$ cat config.mk
export PLATFORM = sky130hd
export DESIGN_NAME = pt_walker
export DESIGN_NICKNAME = d
export VERILOG_FILES = /design/src/rtl/ptw_pkg.sv /design/src/rtl/ptw_addr_gen.sv /design/src/rtl/ptw_entry_check.sv /design/src/rtl/pt_walker.sv
export SDC_FILE = /design/constraint.sdc
export NUM_CORES = 1
export LEC_CHECK = 0
export ABC_AREA = 1
export BUFFER_PORTS_ARGS = -buffer_cell sky130_fd_sc_hd__buf_4
export CORE_UTILIZATION = 45
export DETAILED_ROUTE_END_ITERATION = 6
export PLACE_DENSITY = 0.68
export SLEW_MARGIN = 20
export SYNTH_ARGS = -nofsm -noshare
export SYNTH_HDL_FRONTEND = slang
export SYNTH_SLANG_ARGS = --single-unit
$ cat constraint.sdc
create_clock -name clk -period 2.5 [get_ports clk]
set_input_delay 0.125 -clock clk [delete_from_list [all_inputs] [get_ports clk]]
set_output_delay 0.125 -clock clk [all_outputs]
set_load 0.03 [all_outputs]
$ cat src/rtl/ptw_pkg.sv
package ptw_pkg;

  typedef enum logic [2:0] {
    S_IDLE  = 3'd0,
    S_L1_HI = 3'd1,
    S_L1_LO = 3'd2,
    S_L2_HI = 3'd3,
    S_L2_LO = 3'd4,
    S_FIN   = 3'd5
  } walk_state_e;

  localparam logic [1:0] ST_OK        = 2'd0;
  localparam logic [1:0] ST_INVALID   = 2'd1;
  localparam logic [1:0] ST_VIOLATION = 2'd2;

  // flag byte bit positions
  localparam int FLG_VALID  = 0;
  localparam int FLG_WRITE  = 1;
  localparam int FLG_KERNEL = 7;

  // outcome of one entry's flag byte for a given access
  function automatic logic [1:0] judge_entry(input logic [7:0] flg,
                                             input logic is_write,
                                             input logic is_user);
    logic [1:0] res;
    res = ST_OK;
    if (!flg[FLG_VALID])                  res = ST_INVALID;
    else if (is_write && !flg[FLG_WRITE]) res = ST_VIOLATION;
    else if (is_user && flg[FLG_KERNEL])  res = ST_VIOLATION;
    return res;
  endfunction

endpackage

$ cat src/rtl/ptw_addr_gen.sv
module ptw_addr_gen #(
  parameter int AW = 16,
  parameter int IW = 8
) (
  input  logic [AW-1:0] tbl_base,
  input  logic [IW-1:0] index,
  output logic [AW-1:0] hi_addr,
  output logic [AW-1:0] lo_addr
);
  localparam int EW = IW + 1;

  logic [EW-1:0] byte_off;

  always_comb begin
    byte_off = {index, 1'b0};
    hi_addr  = tbl_base + AW'(byte_off);
    lo_addr  = hi_addr + AW'(1);
  end
endmodule

$ cat src/rtl/ptw_entry_check.sv
module ptw_entry_check
  import ptw_pkg::*;
(
  input  logic [7:0] flg,
  input  logic       is_write,
  input  logic       is_user,
  output logic [1:0] verdict,
  output logic       fault
);
  always_comb begin
    verdict = judge_entry(flg, is_write, is_user);
    fault   = (verdict != ST_OK);
  end
endmodule

$ cat src/rtl/pt_walker.sv
module pt_walker
  import ptw_pkg::*;
#(
  parameter int VA_W  = 24,
  parameter int PA_W  = 16,
  parameter int OFF_W = 8
) (
  input  logic            clk,
  input  logic            rst_n,
  input  logic            req_start,
  input  logic [VA_W-1:0] req_vaddr,
  input  logic            req_write,
  input  logic            req_user,
  input  logic [PA_W-1:0] tbl_base,
  output logic            mem_rd_en,
  output logic [PA_W-1:0] mem_addr,
  input  logic [7:0]      mem_rdata,
  output logic            done,
  output logic [1:0]      status,
  output logic [PA_W-1:0] paddr,
  output logic [7:0]      leaf_flags
);
  localparam int IDX_W = (VA_W - OFF_W) / 2;
  localparam int PPN_W = PA_W - OFF_W;
  localparam int L1_LSB = OFF_W + IDX_W;

  walk_state_e     state;
  logic [VA_W-1:0] vaddr_q;
  logic            wr_q, usr_q;
  logic [PA_W-1:0] base_q;
  logic [PPN_W-1:0] hi_q;
  logic            done_q;
  logic [1:0]      status_q;
  logic [PA_W-1:0] paddr_q;
  logic [7:0]      flags_q;

  // named internal events
  logic            accept_start;
  logic            entry_fault;
  logic [1:0]      entry_verdict;
  logic            l1_fault_stop;
  logic            l2_finish_ok;
  logic [PA_W-1:0] l1_hi_addr, l1_lo_addr, l2_hi_addr, l2_lo_addr;
  logic [PA_W-1:0] l2_base;

  assign accept_start  = (state == S_IDLE) && req_start;
  assign l2_base       = {hi_q, {OFF_W{1'b0}}};
  assign l1_fault_stop = (state == S_L2_HI) && entry_fault;
  assign l2_finish_ok  = (state == S_FIN) && !entry_fault;

  ptw_addr_gen #(.AW(PA_W), .IW(IDX_W)) u_l1_addr (
    .tbl_base (base_q),
    .index    (vaddr_q[VA_W-1:L1_LSB]),
    .hi_addr  (l1_hi_addr),
    .lo_addr  (l1_lo_addr)
  );

  ptw_addr_gen #(.AW(PA_W), .IW(IDX_W)) u_l2_addr (
    .tbl_base (l2_base),
    .index    (vaddr_q[L1_LSB-1:OFF_W]),
    .hi_addr  (l2_hi_addr),
    .lo_addr  (l2_lo_addr)
  );

  // the low byte on the data bus is judged in L2_HI (level 1) and FIN (level 2)
  ptw_entry_check u_check (
    .flg      (mem_rdata),
    .is_write (wr_q),
    .is_user  (usr_q),
    .verdict  (entry_verdict),
    .fault    (entry_fault)
  );

  always_comb begin
    mem_rd_en = 1'b0;
    mem_addr  = '0;
    unique case (state)
      S_L1_HI: begin mem_rd_en = 1'b1; mem_addr = l1_hi_addr; end
      S_L1_LO: begin mem_rd_en = 1'b1; mem_addr = l1_lo_addr; end
      S_L2_HI: begin mem_rd_en = !entry_fault; mem_addr = l2_hi_addr; end
      S_L2_LO: begin mem_rd_en = 1'b1; mem_addr = l2_lo_addr; end
      default: begin mem_rd_en = 1'b0; mem_addr = '0; end
    endcase
  end

  always_ff @(posedge clk) begin
    if (!rst_n) begin
      state    <= S_IDLE;
      vaddr_q  <= '0;
      wr_q     <= 1'b0;
      usr_q    <= 1'b0;
      base_q   <= '0;
      hi_q     <= '0;
      done_q   <= 1'b0;
      status_q <= ST_OK;
      paddr_q  <= '0;
      flags_q  <= '0;
    end else begin
      done_q <= 1'b0;
      unique case (state)
        S_IDLE: begin
          if (accept_start) begin
            vaddr_q <= req_vaddr;
            wr_q    <= req_write;
            usr_q   <= req_user;
            base_q  <= tbl_base;
            state   <= S_L1_HI;
          end
        end
        S_L1_HI: state <= S_L1_LO;
        S_L1_LO: begin
          hi_q  <= mem_rdata;
          state <= S_L2_HI;
        end
        S_L2_HI: begin
          if (l1_fault_stop) begin
            done_q   <= 1'b1;
            status_q <= entry_verdict;
            paddr_q  <= '0;
            flags_q  <= '0;
            state    <= S_IDLE;
          end else begin
            state <= S_L2_LO;
          end
        end
        S_L2_LO: begin
          hi_q  <= mem_rdata;
          state <= S_FIN;
        end
        S_FIN: begin
          done_q   <= 1'b1;
          status_q <= entry_verdict;
          if (l2_finish_ok) begin
            paddr_q <= {hi_q, vaddr_q[OFF_W-1:0]};
            flags_q <= mem_rdata;
          end else begin
            paddr_q <= '0;
            flags_q <= '0;
          end
          state <= S_IDLE;
        end
        default: state <= S_IDLE;
      endcase
    end
  end

  assign done       = done_q;
  assign status     = status_q;
  assign paddr      = paddr_q;
  assign leaf_flags = flags_q;

  // ---------------- assertions ----------------
  a_r8_done_single: assert property (@(posedge clk) disable iff (!rst_n)
    done |=> !done);

  a_r8_status_legal: assert property (@(posedge clk) disable iff (!rst_n)
    done |-> (status != 2'd3));

  a_r4_offset_pass: assert property (@(posedge clk) disable iff (!rst_n)
    (done && status == ST_OK) |-> (paddr[OFF_W-1:0] == vaddr_q[OFF_W-1:0]));

  a_r4_ok_valid: assert property (@(posedge clk) disable iff (!rst_n)
    (done && status == ST_OK) |-> leaf_flags[FLG_VALID]);

  a_r5_err_zero: assert property (@(posedge clk) disable iff (!rst_n)
    (done && status != ST_OK) |-> (paddr == '0 && leaf_flags == '0));

  a_r6_write_perm: assert property (@(posedge clk) disable iff (!rst_n)
    (done && status == ST_OK && wr_q) |-> leaf_flags[FLG_WRITE]);

  a_r7_user_perm: assert property (@(posedge clk) disable iff (!rst_n)
    (done && status == ST_OK && usr_q) |-> !leaf_flags[FLG_KERNEL]);

  a_r2_second_byte: assert property (@(posedge clk) disable iff (!rst_n)
    (mem_rd_en && (state == S_L1_LO || state == S_L2_LO))
      |-> (mem_addr == $past(mem_addr) + PA_W'(1)));

  a_r10_hold_request: assert property (@(posedge clk) disable iff (!rst_n)
    (state != S_IDLE) |=> $stable(vaddr_q));

endmodule

After elaboration in Yosys (flattened, before gate mapping)

Cells that the tools add are included.

Register bits: 80
Input bits: 53
Logic and storage cells: 53

$add $sub $neg: 4
Eq/ne operators: 7
Mux-type cells: 18
Reduce and logical (&&, ||, !) cells: 14

Operators with widths:

| kind                                                                   | count |
|---|---|
| 16-bit one-hot mux with 4 select lines                                 | 1 |
| 16-bit by 1-bit adder with 16-bit output (second input constant)       | 2 |
| 16-bit by 9-bit adder with 16-bit output                               | 2 |
| 16-bit two-way mux                                                     | 2 |
| 16-bit one-hot mux with 2 select lines                                 | 1 |
| 8-bit two-way mux                                                      | 2 |
| 8-bit one-hot mux with 2 select lines                                  | 1 |
| 3-bit one-hot mux with 5 select lines                                  | 1 |
| 2-bit two-way mux                                                      | 4 |
| 3-bit by 2-bit equality test with 1-bit output (second input constant) | 2 |
| 3-bit equality test (second input constant)                            | 2 |
| 3-bit two-way mux                                                      | 2 |
| 1-bit logical AND                                                      | 5 |
| 2-bit inequality test (second input constant)                          | 2 |
| 1-bit one-hot mux with 2 select lines                                  | 2 |
| 2-bit one-hot mux with 2 select lines                                  | 1 |
| 2-bit AND reduction                                                    | 2 |
| 2-bit nonzero test                                                     | 2 |
| 3-bit by 1-bit equality test with 1-bit output (second input constant) | 1 |
| 3-bit zero test                                                        | 1 |
| 3-bit OR reduction                                                     | 1 |
| 1-bit zero test                                                        | 2 |
| 2-bit OR reduction                                                     | 1 |
| 1-bit two-way mux                                                      | 1 |

Logic depth before layout (Yosys ltp)

Gate-level depths: netlist of run 1.

Depth after elaboration: 9
Mapped depth: 18
Mapped depth without buffers: 18

Hierarchy

From an unflattened synthesis of run 1, not the netlist that was laid out.

Cell total of the unflattened synthesis: 916
Area, all modules: 6,067.1 sq um

By module, submodules not included:

| module          | instances | cells an instance | area an instance (sq um) | sequential area each (sq um) |
|---|---|---|---|---|
| pt_walker       | 1         | 476               | 3,580.9                  | 1,601.5 |
| ptw_addr_gen    | 2         | 217               | 1,227.4                  | 0.0 |
| ptw_entry_check | 1         | 6                 | 31.3                     | 0.0 |

Worst setup path before layout of run 1

Ideal clock, no wire load.

Path type: register -> output
Start: register base_q[1]
End: output port mem_addr[15]
Arrival: 2.176 ns
Required time: 2.375 ns
Slack: 0.199 ns
Stages on the path, launching flop included: 15
Path buffers: 0
Cell sequence: dfxtp_1 > ha_1 > inv_1 > fa_1 > inv_1 > nand3_1 > nor2_1 > nand3_2 > nor2_4 > nand2_2 > nor2_2 > nand2_1 > nand2_1 > nand3_1 > nand2_1

Cells in the longest elaborated chain, start to end: 3

RTL lines:

| what                                         | RTL line           | source |
|---|---|---|
| start, declared                              | pt_walker.sv:30    | `logic [PA_W-1:0] base_q;` |
| start signal, assigned                       | pt_walker.sv:106   | `base_q <= tbl_base;` |
| 16-bit by 9-bit adder with 16-bit output (*) | ptw_addr_gen.sv:16 | `hi_addr = tbl_base + AW'(byte_off);` |
| 16-bit by 1-bit adder with 16-bit output     | ptw_addr_gen.sv:17 | `lo_addr = hi_addr + AW'(1);` |
| 16-bit one-hot mux with 4 select lines (*)   | pt_walker.sv:77    | `unique case (state)` |
| end, declared                                | pt_walker.sv:16    | `output logic [PA_W-1:0] mem_addr,` |

Every way passes the cells marked *; elsewhere a longest branch is shown, timed or not.

Final worst setup path of run 1

Start: register base_q[1]
End: output port mem_addr[13]

Same word-level chain as after synthesis.

==> results.md, run 1 <==
- CP max stage cell: fa_2
- CTS tree: yes
- Period utilization: 1.11
- Layout cells sized above 1: 0.293
- Via count: 4470
- Synth-to-Final Area Change: 32.6%
- Clock buffer count from CTS: 9
- Fillers: 911
- Fin. Hold Viols: 0
- Placer Congestion: 0.893
- Iteration-0 DRC count of the detailed router: 178
- Sw Share: 0.383
- Post-synth net total: 709
- RSZ-0062 raised after global routing: yes
- Num ports: 97
- Critical R2R Capture: paddr[6]$_SDFFE_PN0P_
- WP data arrival: 2.64 ns
- Dpl cells: 852
- Htree depth: 3
- Number of remaining DRC errors: 0
- Netlist Area Pre-Place: 0.00440 mm²
- Total of max-cap violations: 0
- Post-synthesis async set-or-reset flop share: 0
- Total GRT Usage: 0.235
- Worst reg-to-reg path cell count: 7
- Reg-to-reg slack, setup: 0.82 ns
- Crit path launch: base_q[1]$_SDFFE_PN0P_
- Synth warn: 0
- Worst-path cell chain: ha_4, inv_2, fa_2, inv_2, nand3_2, nand2_2, nand2_2, nand2_4, nand3_4, nor2_4, nand2_4, nor2_4, nand2_1, nand2_1, nand3_1, nand2_1, buf_6
- Top post-synthesis cells by area: dfxtp_1 36%, nand2_1 11%, a21oi_1 9.3%
- Max incr delay on CP: 0.39 ns
- Clk_skew: 0.0136 ns
- Largest net degree at the start of global routing: 73
- Post-route ant nets: 0
- P_int: 0.00233 W
- Crit-path max FO: 3
- Worst Path Required: 2.38 ns
- CTS root buf: clkbuf_8
- Min Tclk post-route: 2.76 ns
- Cells after Synth: 644
- Post-synthesis sequential area ratio: 0.364
- Worst skew pair latency: 0.35 ns
- Fmax: 0.362 GHz
- Vias in the first global route: 4148
- WHS Endpoint: hi_q[4]$_SDFFE_PN0P_
- Pre-antenna DRT Iters: 5
- Post-route setup slack: -0.263 ns
- Total gr overflow: 0
- Routed Wire Length: 11600 µm
- Std-Cell Rows: 35
- Final non-filler cell total: 880
- Count of cell types in the netlist: 36
- Initial Util: 0.469
- Slew margin rel.: 0.380
- Synth Register Bits: 80
- Bufs on Longest Clock Path: 2
- Worst Tran Pin Value: 0.929 ns
- Largest delay share family, worst path: simple AND/OR/NAND/NOR gates
- CP Launch Type: register
- Drt via density: 5.08
- Clk network pwr share: 0.240
- Worst r2r src: state[0]$_SDFFE_PN0P_
- Leakage power: 2.55 nW
- Final net count: 812
- Psw: 0.00145 W
- PwrDens: 649 mW/mm²
- Critical path type: register to primary output
- Port Buf Inserts: 96
- Synth area leader: dfxtp_1
- Cell mode on critical path: nand2_1
- Core footprint: 0.00937 mm²
- Hold WS: 0.0288 ns
- Failing checks: setup timing
- Final Max Slew Viols: 0
- Fraction of power consumed by sequential logic: 0.399
- Hold Crit Start: mem_rdata[4]
- Outcome: finished, violations left
- Clock transition at path regs: 0.08 ns
- Die boundary width: 101 µm
- Comb power frac: 0.361
- ANT cells: 0
- VDD IR-drop max: 0.371 mV
- Crit path capture type: primary output
- Initial antenna violation count: 0
- Post-DP HPWL: 8260 µm
- Hold crit path type: input pin to register
- Share of the synthesized area in the top cell type: 0.364
- Main synth FF type: dfxtp_1
- Worst path bufs/invs: 3
- Hold Path Cell Cnt: 3
- Post-synth EDFFs: 0
- Die height: 101 µm
- # clock sinks: 80
- Die area: 0.0102 mm²
- Wire per inst: 13.2 µm
- Setup tns final: -2.01 ns
- Syn_area_per_cell: 6.83 µm²
- Final Setup Violations: 10
- First-pass GRT wire length: 19000 µm
[layout by cell type (no fill, tap or decap), types with 4 or more instances in the layout]
| cell | synthesis | routed |
|---|---|---|
| xor2_1 | 7 | 6 |
| clkbuf_8 | 1 | 11 |
| dfxtp_1 | 80 | 78 |
| buf_6 | 0 | 15 |
| o211ai_1 | 4 | 4 |
| o22ai_1 | 4 | 4 |
| nand2_2 | 14 | 17 |
| nor2_4 | 3 | 9 |
| nor3_1 | 6 | 6 |
| ha_1 | 11 | 6 |
| inv_2 | 3 | 6 |
| nand4_1 | 9 | 9 |
| nor2_1 | 22 | 17 |
| nand2_1 | 126 | 119 |
| o21ai_0 | 55 | 55 |
| nand2_4 | 1 | 5 |
| buf_4 | 0 | 100 |
| or2_2 | 20 | 20 |
| nand3_2 | 3 | 7 |
| nand3_1 | 43 | 36 |
| a21oi_1 | 82 | 80 |
| inv_1 | 99 | 95 |
| nand3b_1 | 5 | 5 |
[kinds of logic (layout without fill, tap and decap cells)]
group | after synthesis | in the layout | share of synthesized area
compound gates | 155 | 155 | 0.186
xor+xnor | 7 | 7 | 0.0139
fa+ha+maj | 12 | 12 | 0.0358
buf+inv | 128 | 235 | 0.113
flops | 80 | 80 | 0.364
simple gates | 262 | 262 | 0.287
[cell type report]
| class | instances | area, µm² | area share |
|---|---|---|---|
| Multi-Input combinational cell | 436 | 2550 | 0.437 |
| Sequential cell | 80 | 1600 | 0.275 |
| Timing Repair Buffer | 117 | 950 | 0.163 |
| Inverter | 103 | 389 | 0.0667 |
| Tap cell | 129 | 161 | 0.0277 |
| Clock buffer | 12 | 155 | 0.0266 |
| Clock inverter | 3 | 25.0 | 0.00429 |
[power groups by stage]
stage          registers [W]  logic (W)  clock network [W]
3_5_place_dp         0.00153    0.00116                  0
6_report             0.00151    0.00136           0.000907
4_1_cts              0.00150    0.00125           0.000935
5_1_grt              0.00153    0.00151           0.000977
3_3_place_gp         0.00153    0.00115                  0
2_1_floorplan        0.00151   0.000829                  0
[state kept, by name, summed over array words and instances (netlist names)]
register	cells
base_q	16
leaf_flags	8
state	3
status	2
paddr	16
vaddr_q	24
wr_q	1
done	1
hi_q	8
usr_q	1
[how the worst max path moves through the flow]
stage	slack, ns	cells past startpoint	endpoint
floorplan	0.20	14	mem_addr[15]
finish	-0.26	17	mem_addr[13]
CTS	-0.23	15	mem_addr[12]
global route	-0.43	16	mem_addr[11]
detailed placement	0.01	15	mem_addr[12]
global placement	0.11	14	mem_addr[12]
[through the flow]
step	total power, W	util	area (µm²)	worst slack, ns
2_1_floorplan	0.00233	-	4400	0.199
3_3_place_gp	0.00267	0.560	5250	0.108
3_5_place_dp	0.00269	0.560	5250	0.0138
4_1_cts	0.00369	0.603	5650	-0.229
5_1_grt	0.00401	0.622	5830	-0.435
6_report	0.00378	0.622	5830	-0.263
[routing by layer]
metal  share of wire  vias to the layer above  GRT usage
met1            0.47                     2055      0.313
met4           0.013                        0     0.0814
li1                -                     2293          -
met3           0.045                       13     0.0305
met2            0.47                      109      0.393
met5               0                        -          0
[Yosys cell counts (all sizes together) (5+ instances only)]
| cell | count |
|---|---|
| nand3 | 46 |
| nand2 | 141 |
| nand3b | 5 |
| o21ai | 57 |
| dfxtp | 80 |
| nor3 | 8 |
| clkbuf | 21 |
| ha | 11 |
| nand4 | 9 |
| nor2 | 29 |
| xor2 | 7 |
| a21oi | 82 |
| o221ai | 6 |
| inv | 102 |
| or2 | 21 |
[tightest hold or removal path: cells and delay by family]
kind	cells	cell delay, ns
buffers and inverters	2	0.12
AO/OA/AOI/OAI	1	0.11
[timing repair]
item	in CTS	in global routing
hold buffers	1	0
pin swaps	14	8
resized for setup	41	30
endpoints found under the hold margin	1	0
setup endpoints to repair	13	12
buffers inserted	8	4
(Power assumes the default switching activity.)
==> run 2: changes to the inputs <==
PLACE_DENSITY = 0.66   (was 0.68)
SYNTH_HIERARCHICAL = 1   (was default)
==> run 2 against run 1 <==
Net effect:
- the flow still finishes with violations (setup timing)
- clock power rose by 37%
- cell area up 28%
- sequential share of layout area is 6.0 points lower
- total power up 17%
- largest power group is now combinational cells
==> results.md, run 2 <==
- Outcome: finished, violations left
- Failing checks: setup timing
- Via count: 6127 (+37%)
- Port Buf Inserts: 96 (unchanged)
- Clk network pwr share: 0.279 (+0.039)
- Die boundary width: 118 µm (+17%)
- Std-Cell Rows: 42 (+20%)
- Synth-to-Final Area Change: 22.7%
- Area occupied by registers: 0.00160 mm² (unchanged)
- Main synth FF type: dfxtp_1
- CP max stage cell: dfxtp_2
- Pre-CTS setup slack: -0.0270 ns (-0.0408 ns)
- Post-synthesis async set-or-reset flop share: 0 (unchanged)
- Post-route ant nets: 0 (unchanged)
- Post-DP HPWL: 11900 µm (+44%)
- Num ports: 97 (unchanged)
- Reg-to-reg slack, setup: 0.87 ns (+0.05 ns)
- Critical path type: register to primary output
- Slew margin rel.: 0.655 (+0.275)
- Post-route setup slack: -0.299 ns (-0.0366 ns)
- # clock sinks: 80 (unchanged)
- Top post-synthesis cells by area: dfxtp_1 26%, nand2_1 16%, nand4_1 9.6%
- Hold crit path type: input pin to register
- Most frequent cells in the layout: 250 x nand2_1, 107 x buf_4, 93 x nand4_1
- Fraction of power consumed by sequential logic: 0.344 (-0.055)
- CP Launch Type: register
- Total of max-cap violations: 0 (unchanged)
- Bufs on Longest Clock Path: 2 (unchanged)
- Max incr delay on CP: 0.35 ns (-0.04 ns)
- CTS root buf: clkbuf_16
- Share of the synthesized area in the top cell type: 0.264 (-0.100)
- Largest register FFs: 24 (unchanged)
- Largest register by flop count: vaddr_q
- Initial Util: 0.460 (-0.00932)
- ANT cells: 0 (unchanged)
- VDD IR-drop max: 0.418 mV (+12%)
- Final Max Slew Viols: 0 (unchanged)
- Drt via density: 5.14 (+1.1%)
- Fmax: 0.357 GHz (-1.3%)
- Largest net degree at the start of global routing: 52 (-29%)
- Crit-path max FO: 5 (+2)
- Total GRT Usage: 0.235 (about the same)
- Pwr Total: 0.00444 W (+17%)
- Synth area leader: dfxtp_1
- RSZ-0062 raised after global routing: yes
- Die height: 118 µm (+17%)
- Initial antenna violation count: 0 (unchanged)
- Sw Share: 0.394 (+0.0112)
- Final net count: 1085 (+34%)
- Worst path bufs/invs: 2 (-1)
- Largest delay share family, worst path: simple AND/OR/NAND/NOR gates
- Worst-path cell chain: ha_4, inv_2, fa_2, nand3b_1, nand2_4, xnor2_4, nor2_4, nand2_2, nor3_4, nand2_1, nand2_1, nand2_1, nand2_1, nand4_1, buf_6
- Pre-antenna DRT Iters: 5 (unchanged)
- Wire per inst: 13.3 µm (+0.52%)
- Final non-filler cell total: 1193 (+36%)
- Worst Tran Pin Value: 0.516 ns (-0.413 ns)
- Placer Congestion: 0.877 (-1.9%)
- WP data arrival: 2.67 ns (+0.03 ns)
- Synth Register Bits: 80 (unchanged)
- Psw: 0.00175 W (+21%)
- Clock buffer count from CTS: 9 (unchanged)
- Post-synth EDFFs: 0 (unchanged)
- Footprint of the multi-input gates: 0.00396 mm² (+55%)
- Die area: 0.0140 mm² (+37%)
- Clk_skew: 0.00813 ns (-0.00543 ns)
- Fillers: 1306 (+43%)
- Leakage power: 3.32 nW (+30%)
- Core footprint: 0.0132 mm² (+41%)
- Netlist Area Pre-Place: 0.00607 mm² (+38%)
- Cell mode on critical path: nand2_1
- Cells after Synth: 916 (+42%)
- Period utilization: 1.12 (+0.0146)
- P_int: 0.00269 W (+15%)
- Dpl cells: 1167 (+37%)
- Count of cell types in the netlist: 35 (-2.8%)
- Clock transition at path regs: 0.07 ns (about the same)
- Worst Path Required: 2.38 ns (about the same)
- Layout cells sized above 1: 0.265 (-0.0275)
- Worst skew pair latency: 0.34 ns (about the same)
- Htree depth: 3 (unchanged)
- Vias in the first global route: 5645 (+36%)
- Commonest non-fill, non-tap cell in the layout: nand2_1
- Fin. Hold Viols: 0 (unchanged)
- Total gr overflow: 0 (unchanged)
- Number of remaining DRC errors: 0 (unchanged)
- First-pass GRT wire length: 27000 µm (+43%)
- Iteration-0 DRC count of the detailed router: 325 (+83%)
- Routed Wire Length: 15900 µm (+36%)
- Syn_area_per_cell: 6.62 µm² (-3.0%)
- Min Tclk post-route: 2.80 ns (+0.0366 ns)
- PwrDens: 596 mW/mm² (-8.2%)
- Setup tns final: -2.17 ns (-0.154 ns)
- Comb power frac: 0.377 (+0.016)
- Most common cell in the synthesized netlist: nand2_1
- Synth cell count leaders: 252 x nand2_1, 93 x nand4_1, 81 x inv_1, 80 x dfxtp_1, 72 x a21oi_1
- Synth warn: 6 (+6)
- Final Setup Violations: 10 (unchanged)
- Post-synthesis sequential area ratio: 0.264 (-0.100)
- Crit path capture type: primary output
- CTS tree: yes
run 2: changes by cell type after synthesis, moves of 11 or more:
cell and change:
o21ai_0 -51, nand3b_1 +11, nand3_1 +28, nand4_1 +84
inv_2 +16, nand2_4 +14, nor2_1 +26, nand2_2 +17
inv_1 -18, or2_2 -20, nand2_1 +126
run 2: cell type report:
class,count,area share
Clock buffer,9,0.0302
Clock inverter,7,0.00739
Inverter,104,0.0528
Multi-Input combinational cell,695,0.532
Sequential cell,80,0.215
Tap cell,176,0.0296
Timing Repair Buffer,122,0.133
run 2: routing by layer:
metal / vias to the layer above / GRT usage / part of all wire
li1: 3193 / - / -
met4: 0 / 0.0601 / 0.010
met2: 110 / 0.371 / 0.46
met5: - / 0 / 0
met1: 2813 / 0.328 / 0.48
met3: 11 / 0.0446 / 0.047
run 2: repair_timing:
item / 4_1_cts / 5_1_grt
hold endpoints to repair: 0 / 0
endpoints found under the setup margin: 10 / 12
hold buffers: 0 / 0
pin swaps: 18 / 15
buffers inserted: 7 / 5
resized for setup: 28 / 16
run 2: final timing paths:
kind                             from                        to  cells after the start
max          vaddr_q[16]$_SDFFE_PN0P_              mem_addr[10]                     15
min                      mem_rdata[6]      hi_q[6]$_SDFFE_PN0P_                      3
max reg2reg     state[1]$_SDFFE_PN0P_    status[0]$_SDFFE_PN0P_                      4
min reg2reg  vaddr_q[11]$_SDFFE_PN0P_  vaddr_q[11]$_SDFFE_PN0P_                      2
run 2: power groups by stage:
stage               Clock [W]  Combinational, W  Sequential, W
CTS                   0.00126           0.00163        0.00152
finish                0.00124           0.00167        0.00152
detailed placement          0           0.00158        0.00154
global route          0.00131           0.00187        0.00154
floorplan                   0           0.00121        0.00149
global placement            0           0.00157        0.00154
run 2: kinds of logic after synthesis:
| logic type | synth area share |
|---|---|
| AND/OR/NAND/NOR | 0.480 |
| buffers and inverters | 0.106 |
| AO/OA/AOI/OAI | 0.0681 |
| flip-flops | 0.264 |
| XOR/XNOR | 0.0375 |
| adder cells (fa/ha/maj) | 0.0437 |
| other | 0.000618 |
run 2: worst reg2reg max path, stage by stage (launching register included):
cell	delay [ns]
dfxtp_1	0.63
nand4_1	0.35
buf_4	0.33
a21oi_1	0.15
nor2_1	0.06
run 2: per-stage QoR:
step | cell area (µm²) | utilization | hold WS (ns)
floorplan | 6110 | - | 0.260
global placement | 6940 | 0.526 | 0.367
detailed placement | 6940 | 0.526 | 0.367
CTS | 7380 | 0.559 | 0.00837
global route | 7450 | 0.565 | 0.0437
finish | 7450 | 0.565 | 0.0198
==> run 3: changes to the inputs <==
SKIP_CTS_REPAIR_TIMING = 1   (was default)
==> run 3 against run 2 <==
Net effect:
- sequential power barely moved
- the run still ends with setup timing left
- largest power group unchanged
- fmax rose by 0.18%
- cell area fell by 0.15%
- wire length fell by 0.30%
- clock skew barely moved
- count of clock-buffer cells in the layout did not move
- die area did not move
- clock power barely moved
- register-to-register slack barely moved
- highest routed layer unchanged
==> results.md, run 3 (synthesis results as in run 2) <==
- Worst reg-to-reg path cell count: 4 (unchanged)
- Commonest non-fill, non-tap cell in the layout: nand2_1
- Total gr overflow: 0 (unchanged)
- Post-route ant nets: 0 (unchanged)
- Worst Tran Pin Value: 0.525 ns (+0.00916 ns)
- Met2 GRT Util: 0.365 (-0.00625)
- Total GRT Usage: 0.234 (-0.00106)
- Hold Crit Start: mem_rdata[6]
- Initial Util: 0.460 (unchanged)
- Period utilization: 1.12 (-0.00205)
- Worst path bufs/invs: 2 (unchanged)
- Min Tclk post-route: 2.79 ns (-0.00513 ns)
- Sw Share: 0.395 (+0.000873)
- Routed Wire Length: 15800 µm (-0.30%)
- Worst Path Required: 2.38 ns (about the same)
- Crit-path max FO: 5 (unchanged)
- Largest delay share family, worst path: simple AND/OR/NAND/NOR gates
- Area occupied by registers: 0.00160 mm² (unchanged)
- Std-Cell Rows: 42 (unchanged)
- Final net count: 1081 (-0.37%)
- Iteration-0 DRC count of the detailed router: 335 (+3.1%)
- Drt via density: 5.15 (+0.30%)
- WP data arrival: 2.67 ns (about the same)
- Die boundary width: 118 µm (unchanged)
- Critical Path Stages: 17 (+2)
- Leakage power: 3.30 nW (-0.58%)
- Crit path capture type: primary output
- P_int: 0.00268 W (-0.31%)
- # clock sinks: 80 (unchanged)
- ANT cells: 0 (unchanged)
- Worst skew pair latency: 0.34 ns (about the same)
- Clock buffer count from CTS: 9 (unchanged)
- Total of max-cap violations: 0 (unchanged)
- Max incr delay on CP: 0.35 ns (about the same)
- Initial antenna violation count: 0 (unchanged)
- Clk_skew: 0.00853 ns (+0.000391 ns)
- Grt peak-use layer: met2
- Fmax: 0.358 GHz (+0.18%)
- Hold Path Cell Cnt: 3 (unchanged)
- Clock transition at path regs: 0.07 ns (about the same)
- Hold crit path type: input pin to register
- Wire per inst: 13.3 µm (about the same)
- Comb power frac: 0.377 (about the same)
- Failing checks: setup timing
- Fillers: 1314 (+0.61%)
- Synth-to-Final Area Change: 22.5%
- Pre-antenna DRT Iters: 5 (unchanged)
- Most frequent cells in the layout: 248 x nand2_1, 103 x buf_4, 93 x nand4_1
- Die height: 118 µm (unchanged)
- Layout cells sized above 1: 0.266 (about the same)
- Cell mode on critical path: nand2_1
- Outcome: finished, violations left
- Num ports: 97 (unchanged)
- Final Setup Violations: 10 (unchanged)
- First-pass GRT wire length: 26900 µm (-0.44%)
- CTS tree: yes
- Number of remaining DRC errors: 0 (unchanged)
- Setup tns final: -2.23 ns (-0.0676 ns)
- Bufs on Longest Clock Path: 2 (unchanged)
- Largest register FFs: 24 (unchanged)
- Fin. Hold Viols: 0 (unchanged)
- Critical path type: register to primary output
- Fraction of power consumed by sequential logic: 0.344 (about the same)
- Final non-filler cell total: 1189 (-0.34%)
- Dpl cells: 1167 (unchanged)
- Footprint of the multi-input gates: 0.00397 mm² (+0.35%)
- RSZ-0062 raised after global routing: yes
- CTS root buf: clkbuf_16
- GRT met1 Usage: 0.329 (+0.00110)
- CP Launch Type: register
- Largest net degree at the start of global routing: 52 (unchanged)
- Worst r2r src: state[1]$_SDFFE_PN0P_
- Die area: 0.0140 mm² (unchanged)
- Worst-path cell chain: ha_4, inv_2, fa_2, nand3b_1, nand2_4, nand2_2, nand2_1, nand2_1, nand2_2, nand3_2, nor2_4, nand3_2, nand2_1, nand2_1, nand2_1, nand4_1, buf_6
- Vias in the first global route: 5611 (-0.60%)
- Final Max Slew Viols: 0 (unchanged)
- Htree depth: 3 (unchanged)
- Port Buf Inserts: 96 (unchanged)
- Clk network pwr share: 0.279 (about the same)
- Post-DP HPWL: 11900 µm (unchanged)
- Core footprint: 0.0132 mm² (unchanged)
- CP max stage cell: dfxtp_2
- Psw: 0.00175 W (about the same)
- Post-route setup slack: -0.294 ns (+0.00513 ns)
- VDD IR-drop max: 0.418 mV (about the same)
- Crit path launch: vaddr_q[16]$_SDFFE_PN0P_
- PwrDens: 596 mW/mm² (about the same)
- Largest register by flop count: vaddr_q
- Slew margin rel.: 0.649 (-0.00612)
- Placer Congestion: 0.877 (unchanged)
- Met3 usage: 0.0436 (-0.000969)
- Via count: 6125 (-0.033%)
-- run 3: cell types whose count changed in the layout (fill, tap and decap cells not counted), moves of 2 or more --
cell	delta
buf_4	-4
inv_4	+2
nand2_2	+2
nand2_1	-2
inv_2	-2
-- run 3: path summary, 6_finish.rpt --
check / endpoint / slack [ns]
setup reg to reg: status[0]$_SDFFE_PN0P_ / 0.87
hold reg to reg: vaddr_q[11]$_SDFFE_PN0P_ / 0.47
hold / removal: hi_q[6]$_SDFFE_PN0P_ / 0.02
setup / recovery: mem_addr[13] / -0.29
-- run 3: routing by layer --
| layer | up-vias | routed length, µm |
|---|---|---|
| met3 | 15 | 780 |
| met1 | 2788 | 7660 |
| met2 | 131 | 7190 |
| met4 | 0 | 188 |
| li1 | 3191 | - |
| met5 | - | 0 |
-- run 3: per-stage QoR --
| stage | utilization | instance area [µm²] | hold WS, ns | setup WS [ns] | power [W] |
|---|---|---|---|---|---|
| floorplan | - | 6110 | 0.260 | 0.0736 | 0.00271 |
| global placement | 0.526 | 6940 | 0.367 | 0.00987 | 0.00311 |
| detailed placement | 0.526 | 6940 | 0.367 | -0.0270 | 0.00312 |
| CTS | 0.548 | 7220 | 0.00837 | -0.395 | 0.00436 |
| global route | 0.564 | 7430 | 0.0437 | -0.478 | 0.00471 |
| finish | 0.564 | 7430 | 0.0190 | -0.294 | 0.00443 |
-- run 3: area by class of cell --
class                   instances  share of cell area
clock buffers                   9              0.0303
clock inverters                 7             0.00740
inverters                     104              0.0535
multi-input cells             695               0.534
flip-flops and latches         80               0.216
well taps                     176              0.0296
repair buffers                118               0.129
-- run 3: worst register-to-register path, stage by stage, from the launching register on --
cell and delay [ns]:
dfxtp_1 0.63, nand4_1 0.35, buf_4 0.33, a21oi_1 0.15, nor2_1 0.06
-- run 3: power groups by stage --
stage	combinational, W	clock (W)	sequential (W)
after floorplan	0.00121	0	0.00149
after global placement	0.00157	0	0.00154
after detailed placement	0.00158	0	0.00154
after CTS	0.00158	0.00126	0.00152
after global routing	0.00186	0.00131	0.00154
final	0.00167	0.00124	0.00152
